<file path="config.mk">
export PLATFORM = sky130hd
export DESIGN_NAME = rx_len_guard
export DESIGN_NICKNAME = d
export VERILOG_FILES = /design/src/rtl/rlg_pkg.sv /design/src/rtl/rlg_track.sv /design/src/rtl/rlg_judge.sv /design/src/rtl/rlg_status.sv /design/src/rtl/rx_len_guard.sv
export SDC_FILE = /design/constraint.sdc
export NUM_CORES = 1
export LEC_CHECK = 0
export CAP_MARGIN = 40
export CORE_AREA = 2 2 88 98
export DETAILED_ROUTE_END_ITERATION = 12
export DIE_AREA = 0 0 90 100
export DONT_BUFFER_PORTS = 1
export PLACE_DENSITY_LB_ADDON = 0.1
export SLEW_MARGIN = 40
export SYNTH_ARGS = -nofsm -noshare
export SYNTH_HDL_FRONTEND = slang
export SYNTH_HIERARCHICAL = 1
export SYNTH_SLANG_ARGS = --single-unit
</file>
<file path="constraint.sdc">
create_clock -name clk -period 16.8 [get_ports clk]
set_input_delay 4.2 -clock clk [delete_from_list [all_inputs] [get_ports clk]]
set_output_delay 4.2 -clock clk [all_outputs]
set_load 0.05 [all_outputs]
</file>
<file path="src/rtl/rlg_pkg.sv">
package rlg_pkg;
  // Verdict produced at the end of each frame.
  typedef struct packed {
    logic accept;
    logic trunc;
    logic short_f;
  } rlg_verdict_t;

  localparam int unsigned RLG_MIN_LEN   = 64;
  localparam int unsigned RLG_SHORT_MIN = 16;
endpackage

</file>
<file path="src/rtl/rlg_track.sv">
// Per-frame tracking: frame-open state, received and delivered counts,
// configuration captured on the start byte, and the per-beat keep/cut decision.
module rlg_track #(
  parameter int unsigned LEN_W = 16
) (
  input  logic             clk,
  input  logic             rst_n,
  input  logic             fire,
  input  logic             sof,
  input  logic             eof,
  input  logic [LEN_W-1:0] cfg_max,
  input  logic             cfg_huge,
  input  logic             cfg_sfa,
  output logic             active,
  output logic             keep,
  output logic             last,
  output logic             done,
  output logic [LEN_W-1:0] dlv_next,
  output logic             trunc_next,
  output logic             sfa_act,
  output logic             busy_q,
  output logic [LEN_W-1:0] max_q,
  output logic             huge_q
);
  localparam int unsigned CNT_W = LEN_W + 1;

  logic [CNT_W-1:0] rx_q, rx_base, rx_n;
  logic [LEN_W-1:0] dlv_q, dlv_base;
  logic             trunc_q, sfa_q;
  logic [LEN_W-1:0] lim;
  logic             huge_act, over, at_lim;

  // Configuration applies from the start byte itself.
  assign lim      = sof ? cfg_max  : max_q;
  assign huge_act = sof ? cfg_huge : huge_q;
  assign sfa_act  = sof ? cfg_sfa  : sfa_q;

  // A start byte always opens a frame; otherwise a frame must be open.
  assign active = sof | busy_q;

  assign rx_base = sof ? '0 : rx_q;
  assign rx_n    = (rx_base == {CNT_W{1'b1}}) ? rx_base : rx_base + 1'b1;

  assign over   = rx_n > {1'b0, lim};
  assign at_lim = rx_n == {1'b0, lim};

  // keep a byte in huge mode or while at or below the limit.
  assign keep = active & (huge_act | ~over);
  // last delivered byte is the end byte or the byte reaching the limit.
  assign last = keep & (eof | (~huge_act & at_lim));
  assign done = active & eof;

  assign dlv_base = sof ? '0 : dlv_q;
  always_comb begin
    dlv_next = dlv_base;
    if (keep && dlv_base != {LEN_W{1'b1}}) dlv_next = dlv_base + 1'b1;
  end
  assign trunc_next = (sof ? 1'b0 : trunc_q) | (active & ~huge_act & over);

  always_ff @(posedge clk) begin
    if (!rst_n) begin
      busy_q  <= 1'b0;
      rx_q    <= '0;
      dlv_q   <= '0;
      trunc_q <= 1'b0;
      max_q   <= '0;
      huge_q  <= 1'b0;
      sfa_q   <= 1'b0;
    end else if (fire && active) begin
      busy_q  <= ~eof;
      rx_q    <= rx_n;
      dlv_q   <= dlv_next;
      trunc_q <= trunc_next;
      if (sof) begin
        max_q  <= cfg_max;
        huge_q <= cfg_huge;
        sfa_q  <= cfg_sfa;
      end
    end
  end
endmodule

</file>
<file path="src/rtl/rlg_judge.sv">
// End-of-frame verdict from delivered length and options.
module rlg_judge
  import rlg_pkg::*;
#(
  parameter int unsigned LEN_W     = 16,
  parameter int unsigned MIN_LEN   = RLG_MIN_LEN,
  parameter int unsigned SHORT_MIN = RLG_SHORT_MIN
) (
  input  logic [LEN_W-1:0] dlv,
  input  logic             trunc,
  input  logic             sfa,
  output rlg_verdict_t     verdict
);
  logic is_short, win_ok;

  assign is_short = dlv < LEN_W'(MIN_LEN);

  generate
    if (SHORT_MIN + 1 < MIN_LEN) begin : g_window
      // Short window exists: lengths above SHORT_MIN may be accepted.
      assign win_ok = sfa & (dlv > LEN_W'(SHORT_MIN));
    end else begin : g_no_window
      logic unused_sfa;
      assign unused_sfa = sfa;
      assign win_ok     = 1'b0;
    end
  endgenerate

  always_comb begin
    verdict.short_f = is_short;
    verdict.trunc   = trunc;
    verdict.accept  = ~is_short | win_ok;
  end
endmodule

</file>
<file path="src/rtl/rlg_status.sv">
// One-cycle status strobe registered on the end-of-frame beat.
module rlg_status
  import rlg_pkg::*;
#(
  parameter int unsigned LEN_W = 16
) (
  input  logic             clk,
  input  logic             rst_n,
  input  logic             capture,
  input  rlg_verdict_t     verdict,
  input  logic [LEN_W-1:0] dlv,
  output logic             stat_valid,
  output logic             stat_accept,
  output logic             stat_trunc,
  output logic             stat_short,
  output logic [LEN_W-1:0] stat_len
);
  always_ff @(posedge clk) begin
    if (!rst_n) begin
      stat_valid  <= 1'b0;
      stat_accept <= 1'b0;
      stat_trunc  <= 1'b0;
      stat_short  <= 1'b0;
      stat_len    <= '0;
    end else begin
      stat_valid <= capture;
      if (capture) begin
        stat_accept <= verdict.accept;
        stat_trunc  <= verdict.trunc;
        stat_short  <= verdict.short_f;
        stat_len    <= dlv;
      end
    end
  end
endmodule

</file>
<file path="src/rtl/rx_len_guard.sv">
module rx_len_guard
  import rlg_pkg::*;
#(
  parameter int unsigned LEN_W  = 16,
  parameter int unsigned DATA_W = 8
) (
  input  logic              clk,
  input  logic              rst_n,
  input  logic              in_valid,
  output logic              in_ready,
  input  logic [DATA_W-1:0] in_data,
  input  logic              in_sof,
  input  logic              in_eof,
  output logic              out_valid,
  input  logic              out_ready,
  output logic [DATA_W-1:0] out_data,
  output logic              out_last,
  input  logic [LEN_W-1:0]  cfg_max_len,
  input  logic              cfg_huge,
  input  logic              cfg_short_ok,
  output logic              stat_valid,
  output logic              stat_accept,
  output logic              stat_trunc,
  output logic              stat_short,
  output logic [LEN_W-1:0]  stat_len
);
  logic             fire, active, keep, last, done, trunc_next, sfa_act;
  logic             busy_q, huge_q;
  logic [LEN_W-1:0] dlv_next, max_q;
  rlg_verdict_t     verdict;

  // discarded beats wait for downstream as well.
  assign in_ready = out_ready;
  assign fire     = in_valid & in_ready;

  rlg_track #(.LEN_W(LEN_W)) u_track (
    .clk(clk), .rst_n(rst_n), .fire(fire), .sof(in_sof), .eof(in_eof),
    .cfg_max(cfg_max_len), .cfg_huge(cfg_huge), .cfg_sfa(cfg_short_ok),
    .active(active), .keep(keep), .last(last), .done(done),
    .dlv_next(dlv_next), .trunc_next(trunc_next), .sfa_act(sfa_act),
    .busy_q(busy_q), .max_q(max_q), .huge_q(huge_q)
  );

  rlg_judge #(.LEN_W(LEN_W)) u_judge (
    .dlv(dlv_next), .trunc(trunc_next), .sfa(sfa_act), .verdict(verdict)
  );

  rlg_status #(.LEN_W(LEN_W)) u_status (
    .clk(clk), .rst_n(rst_n), .capture(fire & done), .verdict(verdict),
    .dlv(dlv_next), .stat_valid(stat_valid), .stat_accept(stat_accept),
    .stat_trunc(stat_trunc), .stat_short(stat_short), .stat_len(stat_len)
  );

  // same-cycle pass-through of kept bytes.
  assign out_valid = in_valid & keep;
  assign out_data  = in_data;
  assign out_last  = last;

  logic unused_active;
  assign unused_active = active;
endmodule

</file>
==> results of run 1 <==
layout make-up:
type / count / share of cell area [%]
clock buffer: 11 / 3.138
multi-input combinational: 448 / 60.71
sequential: 73 / 30.29
timing repair buffer: 4 / 0.6224
tap: 111 / 2.879
inverter: 9 / 0.7521
clock inverter: 5 / 1.608
routing by layer:
layer | GRT usage [%] | vias to the layer above | wire [um]
li1 | - | 2002 | -
met2 | 42.45 | 99 | 5206
met5 | 0 | - | 0
met4 | 7.929 | 0 | 80
met1 | 30.51 | 1860 | 5067
met3 | 3.453 | 7 | 439
state kept, by name, summed over array words and instances (netlist names):
name                  cells
u_status/stat_valid       1
u_track/rx_q             17
u_status/stat_trunc       1
u_status/stat_accept      1
u_track/trunc_q           1
u_track/busy_q            1
u_status/stat_len        16
u_track/max_q            16
u_track/sfa_q             1
u_track/huge_q            1
u_status/stat_short       1
u_track/dlv_q            16
metrics by stage:
step,util [%],worst slack [ps],hold WS [ps],power [uW]
after floorplan,-,4376,433.8,222.3
final,59.23,4562,454.7,371.9
after CTS,59.23,4692,459.0,375.7
after detailed placement,56.42,4722,448.4,218.8
after global routing,59.23,4287,479.9,387.6
after global placement,56.31,4898,439.5,217.9
worst max path at each step:
stage | slack (ps) | cells past startpoint | end | from
2_1_floorplan | 4380 | 20 | out_valid | in_sof
3_3_place_gp | 4900 | 15 | out_valid | in_sof
3_5_place_dp | 4720 | 15 | out_valid | in_sof
4_1_cts | 4690 | 15 | out_valid | in_sof
5_1_grt | 4290 | 15 | out_valid | in_sof
6_report | 4560 | 15 | out_valid | in_sof
critical path, cell delays in order:
cell	delay, ps
nand3b_1	200
nor4b_1	630
a211oi_2	220
and2_1	250
nand3_1	120
xor2_1	150
nor2_1	70
ha_1	320
nand3_1	80
nor3_1	380
nand4_1	250
o31ai_2	420
nor2_8	140
inv_4	230
and2_2	350
power by group through the flow:
stage          sequential [uW]  combinational (uW)  clock, uW
6_report                   180                35.7        157
5_1_grt                    180                39.7        168
4_1_cts                    180                35.5        161
3_5_place_dp               184                35.2          0
3_3_place_gp               183                34.4          0
2_1_floorplan              183                39.3          0
synthesized netlist by cell type (12+ instances only):
master and n:
nand4_1 17, o21ai_0 27, a21oi_1 26, clkbuf_1 25
a211oi_1 18, buf_4 13, nor2b_1 35, nor2_1 60
nand2_1 54, nand3_1 23, dfxtp_1 73, ha_1 18
a31oi_1 12, xnor2_1 13, mux2i_1 35
cells by family (layout without fill, tap and decap cells):
group	count (synthesis)	count (layout)	share of synthesized area, %
muxes	40	40	8.674
DFF	73	73	31.17
and+or+nand+nor	254	254	28.93
adders and majority gates	18	18	4.804
AOI/OAI and AO/OA	117	117	16.47
xor gates and xnor gates	19	19	3.550
buffers and inverters	57	29	6.405
==> results by group, run 1 <==
Outcome
  • Status: complete, no violations

Timing
  • Slew headroom: around half
  • Fmax: 0.08172 GHz
  • Worst-margin pin slew: about 750 ps
  • Slew Viols, Final: 0
  • Crit path time final: between 10000 and 15000 ps
  • Setup_tns: 0 ps
  • Fin crit share: around 73%
  • Final setup fails: 0
  • Worst Skew: roughly 9 ps
  • RSZ-0062 raised after global routing: no
  • Hold Vio Cnt, Final: 0

Detailed routing
  • Total Wirelength: about 11 mm
  • Remaining DRCs: 0
  • DRT iter0 DRCs: around 240
  • DRT Pass-1 Iters: 5
  • WL/cell: 16.33 um
  • Via density: 6.003
  • Routed Antenna Nets: 0
  • Overall via count from detail_route: slightly below 4000

Hold path
  • Hold EP: u_track/sfa_q
  • Hold Crit Depth: 2
  • HP Class: reg -> reg
  • Startpoint of the tightest hold check path: u_track/sfa_q

Clock tree
  • Root buf cell: clkbuf_8
  • CTS H-Tree Depth: 3
  • CTS resizes: 0
  • Num CTS Buffers: 9
  • Setup Buffers After CTS: 0
  • Clock-pin slew on the worst setup and hold paths: 70 ps
  • Clk_lat worst skew: 350 ps
  • CTS Sinks: between 70 and 80
  • Clk buf depth: 2
  • CTS Hold Bufs: 0
  • CTS tree: yes

Synthesis
  • Synth Cell Area: 4688 sq um
  • Synth area leader: dfxtp_1
  • Flip-flop and latch count after synthesis: 73
  • Area contributors post-synth: dfxtp_1 31%, mux2i_1 7.5%, ha_1 4.8%
  • Synthesis Warnings: 6
  • Synth Area per Inst: ~8.1 sq um
  • EDFF count, synth: 0
  • Post-synth top flop: dfxtp_1
  • Register area share after synthesis: between 30% and 40%
  • Share of the synthesized area in the top cell type: a little under a third
  • Syn nets: 628
  • Post-Syn Instances: ~580
  • Synth unique cells: 62
  • Share of flip-flops with an asynchronous set or reset: 0%

Global route
  • Total track usage: between 20% and 30%
  • Largest net degree at the start of global routing: 76
  • Initial antenna violation count: 0
  • First-pass GRT wire length: ~18 mm
  • Total grt overflow: 0
  • Vias in the first global route: about 3700

Place
  • Area after DPL: ~4600 sq um
  • Inst Count DP: about 650
  • Detail Placement HPWL: ~7.3 mm
  • Gpl congestion: between 0.9 and 1
  • I/O Buffers: 0

Power and ir drop
  • Pwr Density: between 70 and 80 nW/um^2
  • Sequential power share: between 40% and 50%
  • Net switching power figure: 91.07 uW
  • Logic pwr share: 9.6%
  • Peak VDD IR: between 0.05 and 0.06 mV
  • P_int: around 280 uW
  • Clock group share of total power: 42.1%
  • Lkg Pwr: ~0.0017 uW
  • Sw frac: roughly a quarter

Floorplan
  • Die Height: 100 um
  • Die ar.: 9000 sq um
  • Core Box Area: between 8000 and 9000 sq um
  • Die Width: 90 um
  • FP Rows: 35
  • Initial Util: between 50% and 60%
  • Top Ports: 63

Final layout
  • Design Area, Final: roughly 4800 sq um
  • Ant diodes: 0
  • Final Net Count: ~600
  • Post-route insts no fill: about 660
  • Layout area overhead: 2.909%
  • Storage cell area: between 1000 and 1500 sq um
  • Most frequent cells in the layout: 73 x dfxtp_1, 60 x nor2_1, 54 x nand2_1, 35 x mux2i_1, 35 x nor2b_1
  • Multi-input logic area: 2929 sq um
  • Most common cell after layout, fill and taps aside: dfxtp_1
  • Fillers: approximately 760
  • Layout cell share with drive strength beyond 1: 7.636%

Worst setup path
  • CP endpoint kind: output port
  • CP Class: in -> out
  • R2r startpoint: u_track/rx_q[10]
  • Worst EP arrival: about 8000 ps
  • Worst Path Max Fanout: between 70 and 80
  • Worst R2R Setup Slack: ~11000 ps
  • Crit path launch type: input pin
  • FF-to-FF End: u_status/stat_accept
  • Cells on worst reg2reg path: 20
  • CP required: roughly 13000 ps

Job
  • Max-cap violations: 0
Power figures use the tool's default switching activity.
==> run 2: changes to the inputs <==
==> constraint.sdc (replaced) <==
create_clock -name clk -period 12.4 [get_ports clk]
set_input_delay 3.1 -clock clk [delete_from_list [all_inputs] [get_ports clk]]
set_output_delay 3.1 -clock clk [all_outputs]
set_load 0.05 [all_outputs]
==> run 2 against run 1 <==
Cell area is 0.13% higher. Sequential power is 35% higher. Clock-buffer cell count stayed put. Die area stayed put. Worst setup slack worse by 2100 ps. Utilization is 0.077 points higher. Sequential cell count stayed put. Clock power is 43% higher. Largest cell class unchanged.
==> results by group, run 2 (same netlist as run 1, synthesis figures left out) <==
Place
  • I/O Buffers: 0
  • Gpl congestion: around 0.9
  • DP Worst Slack: ~2600 ps
  • Detail Placement HPWL: 7.252 mm
  • Area after DPL: between 4000 and 5000 sq um
  • Inst Count DP: 645

Final layout
  • Most common cell after layout, fill and taps aside: dfxtp_1
  • Post-route insts no fill: roughly 660
  • Max reg flops: 17
  • Most frequent cells in the layout: 73 x dfxtp_1, 60 x nor2_1, 54 x nand2_1, 35 x mux2i_1, 35 x nor2b_1
  • Fillers: 761
  • Layout area overhead: 3.042%
  • Reg with most FFs: u_track/rx_q
  • Final Net Count: roughly 600
  • Design Area, Final: 4831 sq um
  • Layout cell share with drive strength beyond 1: under 10%
  • Ant diodes: 0

Detailed routing
  • Via density: 6.021
  • Total Wirelength: between 10 and 15 mm
  • Routed Antenna Nets: 0
  • WL/cell: approximately 16 um
  • DRT Pass-1 Iters: 4
  • DRT iter0 DRCs: approximately 210
  • Overall via count from detail_route: between 3000 and 4000
  • Remaining DRCs: 0

Clock tree
  • CTS tree: yes
  • CTS H-Tree Depth: 3
  • Clock-pin slew on the worst setup and hold paths: around 70 ps
  • Clk buf depth: 2
  • Num CTS Buffers: 9
  • CTS Hold Bufs: 0
  • Root buf cell: clkbuf_8
  • CTS resizes: 0
  • CTS Sinks: 73
  • Setup Buffers After CTS: 0
  • Clk_lat worst skew: between 300 and 400 ps

Timing
  • Crit path time final: a little under 10000 ps
  • Final setup fails: 0
  • Hold Vio Cnt, Final: 0
  • Setup_tns: 0 ps
  • Slew headroom: 44.62%
  • Slew Viols, Final: 0
  • Worst-margin pin slew: between 800 and 900 ps
  • Worst Skew: ~11 ps
  • Post-route setup slack: between 2000 and 3000 ps
  • RSZ-0062 raised after global routing: no
  • Fin crit share: 79.77%
  • Fmax: between 0.1 and 0.15 GHz

Floorplan
  • Top Ports: between 60 and 70
  • Die Width: around 90 um
  • FP Rows: 35
  • Initial Util: 57.56%
  • Die Height: 100 um
  • Core Box Area: 8145 sq um
  • Die ar.: about 9000 sq um

Worst setup path
  • Worst Path Max Fanout: 75
  • CP max stage cell: nor4b_1
  • CP endpoint kind: output port
  • CP Class: in -> out
  • Cell mode on critical path: nand3_1
  • Crit path launch type: input pin
  • CP required: ~9300 ps
  • Worst R2R Setup Slack: 7120 ps
  • Worst EP arrival: roughly 6800 ps
  • CP Cell Sequence: nand2b_1, nor4b_1, a211oi_2, and2_1, nand3_1, xor2_1, nor2_1, ha_1, nand3_1, nor3_1, nand4_1, o31ai_2, nor2_8, inv_4, and2_2
  • Max incr delay on CP: 520 ps

Global route
  • First-pass GRT wire length: about 18 mm
  • Initial antenna violation count: 0
  • Vias in the first global route: around 3700
  • Total grt overflow: 0
  • Total track usage: between 20 and 25%
  • Largest net degree at the start of global routing: 76

Job
  • Max-cap violations: 0

Hold path
  • HP Class: reg -> reg

Power and ir drop
  • Peak VDD IR: 0.06571 mV
  • Pwr Density: roughly 110 nW/um^2
  • Lkg Pwr: 0.001701 uW

Outcome
  • Status: complete, no violations
-- run 2: changes by cell type in the layout (fill, tap and decap cells not counted), sizes merged --
cell      change
bufinv        +1
clkinvlp      -1
-- run 2: per-stage QoR --
stage	util, %	power [uW]	hold slack [ps]
finish	59.31	516.9	454.0
global route	59.31	538.3	479.0
CTS	59.31	522.2	456.9
detailed placement	56.42	296.4	445.0
global placement	56.31	295.2	439.4
floorplan	-	301.1	433.8
-- run 2: power by group --
| part | switching [uW] | internal, uW |
|---|---|---|
| clock network | 91.6 | 134 |
| registers | 4.19 | 239 |
| logic | 30.4 | 17.8 |
-- run 2: cell type report --
cell class | count | area, sq um | area share [%]
Multi-Input combinational cell | 448 | 2929 | 60.63
Clock buffer | 11 | 131.4 | 2.720
Sequential cell | 73 | 1461 | 30.25
Clock inverter | 5 | 103.9 | 2.150
Tap cell | 111 | 138.9 | 2.875
Timing Repair Buffer | 4 | 30.03 | 0.6216
Inverter | 9 | 36.28 | 0.7511
-- run 2: routing by layer --
metal / vias up / track usage (%) / share of wire [%]
met5: - / 0 / 0
met3: 10 / 4.880 / 5.0
met4: 0 / 7.574 / 1.1
li1: 2004 / - / -
met2: 114 / 43.20 / 48
met1: 1852 / 30.85 / 45
-- run 2: path summary, 6_finish.rpt --
| kind | start | to | cells after the start |
|---|---|---|---|
| worst min register to register | u_track/sfa_q | u_track/sfa_q | 2 |
| worst max-delay path | in_sof | out_valid | 15 |
| worst max register to register | u_track/rx_q[8] | u_status/stat_accept | 21 |
| worst min-delay path | u_track/sfa_q | u_track/sfa_q | 2 |
-- run 2: critical path: cells and delay by family --
family	cells	cell delay (ps)
compound gates	2	620
xor+xnor	1	150
fa+ha+maj	1	310
buf+inv	1	230
simple gates	10	2340
==> run 3: changes to the inputs <==
==> constraint.sdc (replaced) <==
create_clock -name clk -period 10.2 [get_ports clk]
set_input_delay 2.55 -clock clk [delete_from_list [all_inputs] [get_ports clk]]
set_output_delay 2.55 -clock clk [all_outputs]
set_load 0.05 [all_outputs]
==> run 3 against run 2 <==
Sequential cell count is the same. Clock-buffer cell count rose by 1. Clock power increased by 16%. Register-to-register slack got worse by 2200 ps. Global-route usage shrank 0.48 points. Critical path depth is the same. Non-clock buffer count unchanged. Worst setup slack got worse by 1100 ps. Combinational power up 21%. Die area unchanged. Wire length fell by 0.96%. Cell count unchanged. Critical path type unchanged. Highest routed layer unchanged.
==> results by group, run 3 (same netlist as run 1, synthesis figures left out) <==
Floorplan
  • Core Box Area: about 8100 sq um
  • Die ar.: around 9000 sq um
  • FP Rows: 35
  • Die Height: ~100 um
  • Top Ports: 63
  • Die Width: roughly 90 um
  • Initial Util: 57.56%

Final layout
  • Most frequent cells in the layout: 73 x dfxtp_1, 60 x nor2_1, 54 x nand2_1, 35 x mux2i_1, 35 x nor2b_1
  • Max reg flops: 17
  • Storage cell area: between 1000 and 1500 sq um
  • Layout area overhead: 2.936%
  • Multi-input logic area: between 2000 and 3000 sq um
  • Reg with most FFs: u_track/rx_q
  • Layout cell share with drive strength beyond 1: ~7.5%
  • Ant diodes: 0
  • Fillers: roughly 770
  • Design Area, Final: 4826 sq um
  • Most common cell after layout, fill and taps aside: dfxtp_1
  • Final Net Count: slightly below 600

Worst setup path
  • Worst EP arrival: between 6000 and 7000 ps
  • R2r startpoint: u_track/rx_q[8]
  • CP Class: in -> out
  • CP endpoint kind: output port
  • FF-to-FF End: u_status/stat_accept
  • CP required: 7650 ps
  • Worst R2R Setup Slack: a little under 5000 ps
  • Worst Path Max Fanout: 75
  • Crit path launch type: input pin
  • Cells on worst reg2reg path: 21

Detailed routing
  • WL met1: a little under 5 mm
  • Via density: roughly 6.1
  • Max layer used: met4
  • DRT Pass-1 Iters: 6
  • Overall via count from detail_route: 4025
  • Met3 wire len: approximately 570 um
  • Routed Antenna Nets: 0
  • Routed met2 length: slightly above 5 mm
  • Remaining DRCs: 0
  • WL/cell: between 15 and 20 um
  • Total Wirelength: roughly 11 mm
  • DRT iter0 DRCs: roughly 220

Timing
  • Final setup fails: 0
  • Slew headroom: 46.95%
  • RSZ-0062 raised after global routing: no
  • Hold Vio Cnt, Final: 0
  • Slew Viols, Final: 0
  • Fmax: approximately 0.11 GHz
  • Hold_ws: around 450 ps
  • Worst-margin pin slew: approximately 780 ps
  • Crit path time final: ~8800 ps
  • Fin crit share: 85.81%
  • Worst Skew: between 10 and 15 ps
  • Setup_tns: 0 ps

Power and ir drop
  • Pwr Density: ~130 nW/um^2
  • Lkg Pwr: 0.001692 uW
  • Peak VDD IR: 0.07608 mV
  • Design Power: 615.4 uW

Clock tree
  • CTS tree: yes
  • Setup Buffers After CTS: 0
  • Clk_lat worst skew: 360 ps
  • CTS H-Tree Depth: 3
  • CTS resizes: 0
  • Clk buf depth: 2
  • Root buf cell: clkbuf_8
  • Clock-pin slew on the worst setup and hold paths: about 80 ps
  • CTS Sinks: 73
  • CTS Hold Bufs: 0
  • Num CTS Buffers: 9

Global route
  • First-pass GRT wire length: between 15 and 20 mm
  • Total track usage: about a quarter
  • Vias in the first global route: 3689
  • Largest net degree at the start of global routing: 76
  • Initial antenna violation count: 0
  • Total grt overflow: 0

Place
  • Gpl congestion: slightly above 0.9
  • Area after DPL: between 4000 and 5000 sq um
  • I/O Buffers: 0
  • Detail Placement HPWL: 7.292 mm

Hold path
  • HP Class: reg -> reg
  • Hold EP: u_track/max_q[0]
  • Hold Crit Depth: 2
  • Startpoint of the tightest hold check path: u_track/max_q[0]

Job
  • Max-cap violations: 0

Outcome
  • Status: complete, no violations
run 3: cell count changes in the layout (fill, tap and decap cells not counted), sizes merged:
cell,before,now
bufinv,3,2
clkbuf,11,12
clkinvlp,0,2
clkinv,3,1
run 3: how the worst max path moves through the flow:
| stage | startpoint | to | slack [ps] | cells after the start |
|---|---|---|---|---|
| global placement | in_sof | out_valid | 1600 | 15 |
| CTS | in_sof | out_valid | 1480 | 15 |
| floorplan | in_sof | out_valid | 1080 | 20 |
| finish | in_sof | out_valid | 1450 | 15 |
| global route | in_sof | out_valid | 1060 | 15 |
| detailed placement | in_sof | out_valid | 1470 | 15 |
run 3: layer usage:
| metal | up-vias | track usage [%] |
|---|---|---|
| met5 | - | 0 |
| met4 | 0 | 9.704 |
| met3 | 21 | 4.129 |
| met2 | 124 | 40.43 |
| met1 | 1877 | 31.32 |
| li1 | 2003 | - |
run 3: stage by stage:
step | std cells | util, % | setup slack, ps
5_1_grt | 661 | 59.25 | 1065
3_3_place_gp | 644 | 56.31 | 1599
6_report | 661 | 59.25 | 1447
2_1_floorplan | 578 | - | 1076
3_5_place_dp | 645 | 56.42 | 1468
4_1_cts | 661 | 59.25 | 1484
run 3: report_power, final:
part / switching [uW] / internal, uW
Clock: 110 / 151
Sequential: 5.04 / 291
Combinational: 36.7 / 21.6
Total: 152 / 463
run 3: layout make-up:
class                           instances  share of cell area (%)
Timing Repair Buffer                    4                  0.6222
Clock buffer                           12                   3.215
Inverter                                9                  0.7519
Tap cell                              111                   2.878
Clock inverter                          4                   1.556
Multi-Input combinational cell        448                   60.69
Sequential cell                        73                   30.28
run 3: critical path, stage by stage:
cell and delay (ps):
nand2b_1 200, nor4b_1 530, a211oi_2 200, and2_1 260, nand3_1 130, xor2_1 150
nor2_1 60, ha_1 290, nand3_1 80, nor3_1 360, nand4_1 230, o31ai_2 420
nor2_8 140, inv_4 220, and2_2 350
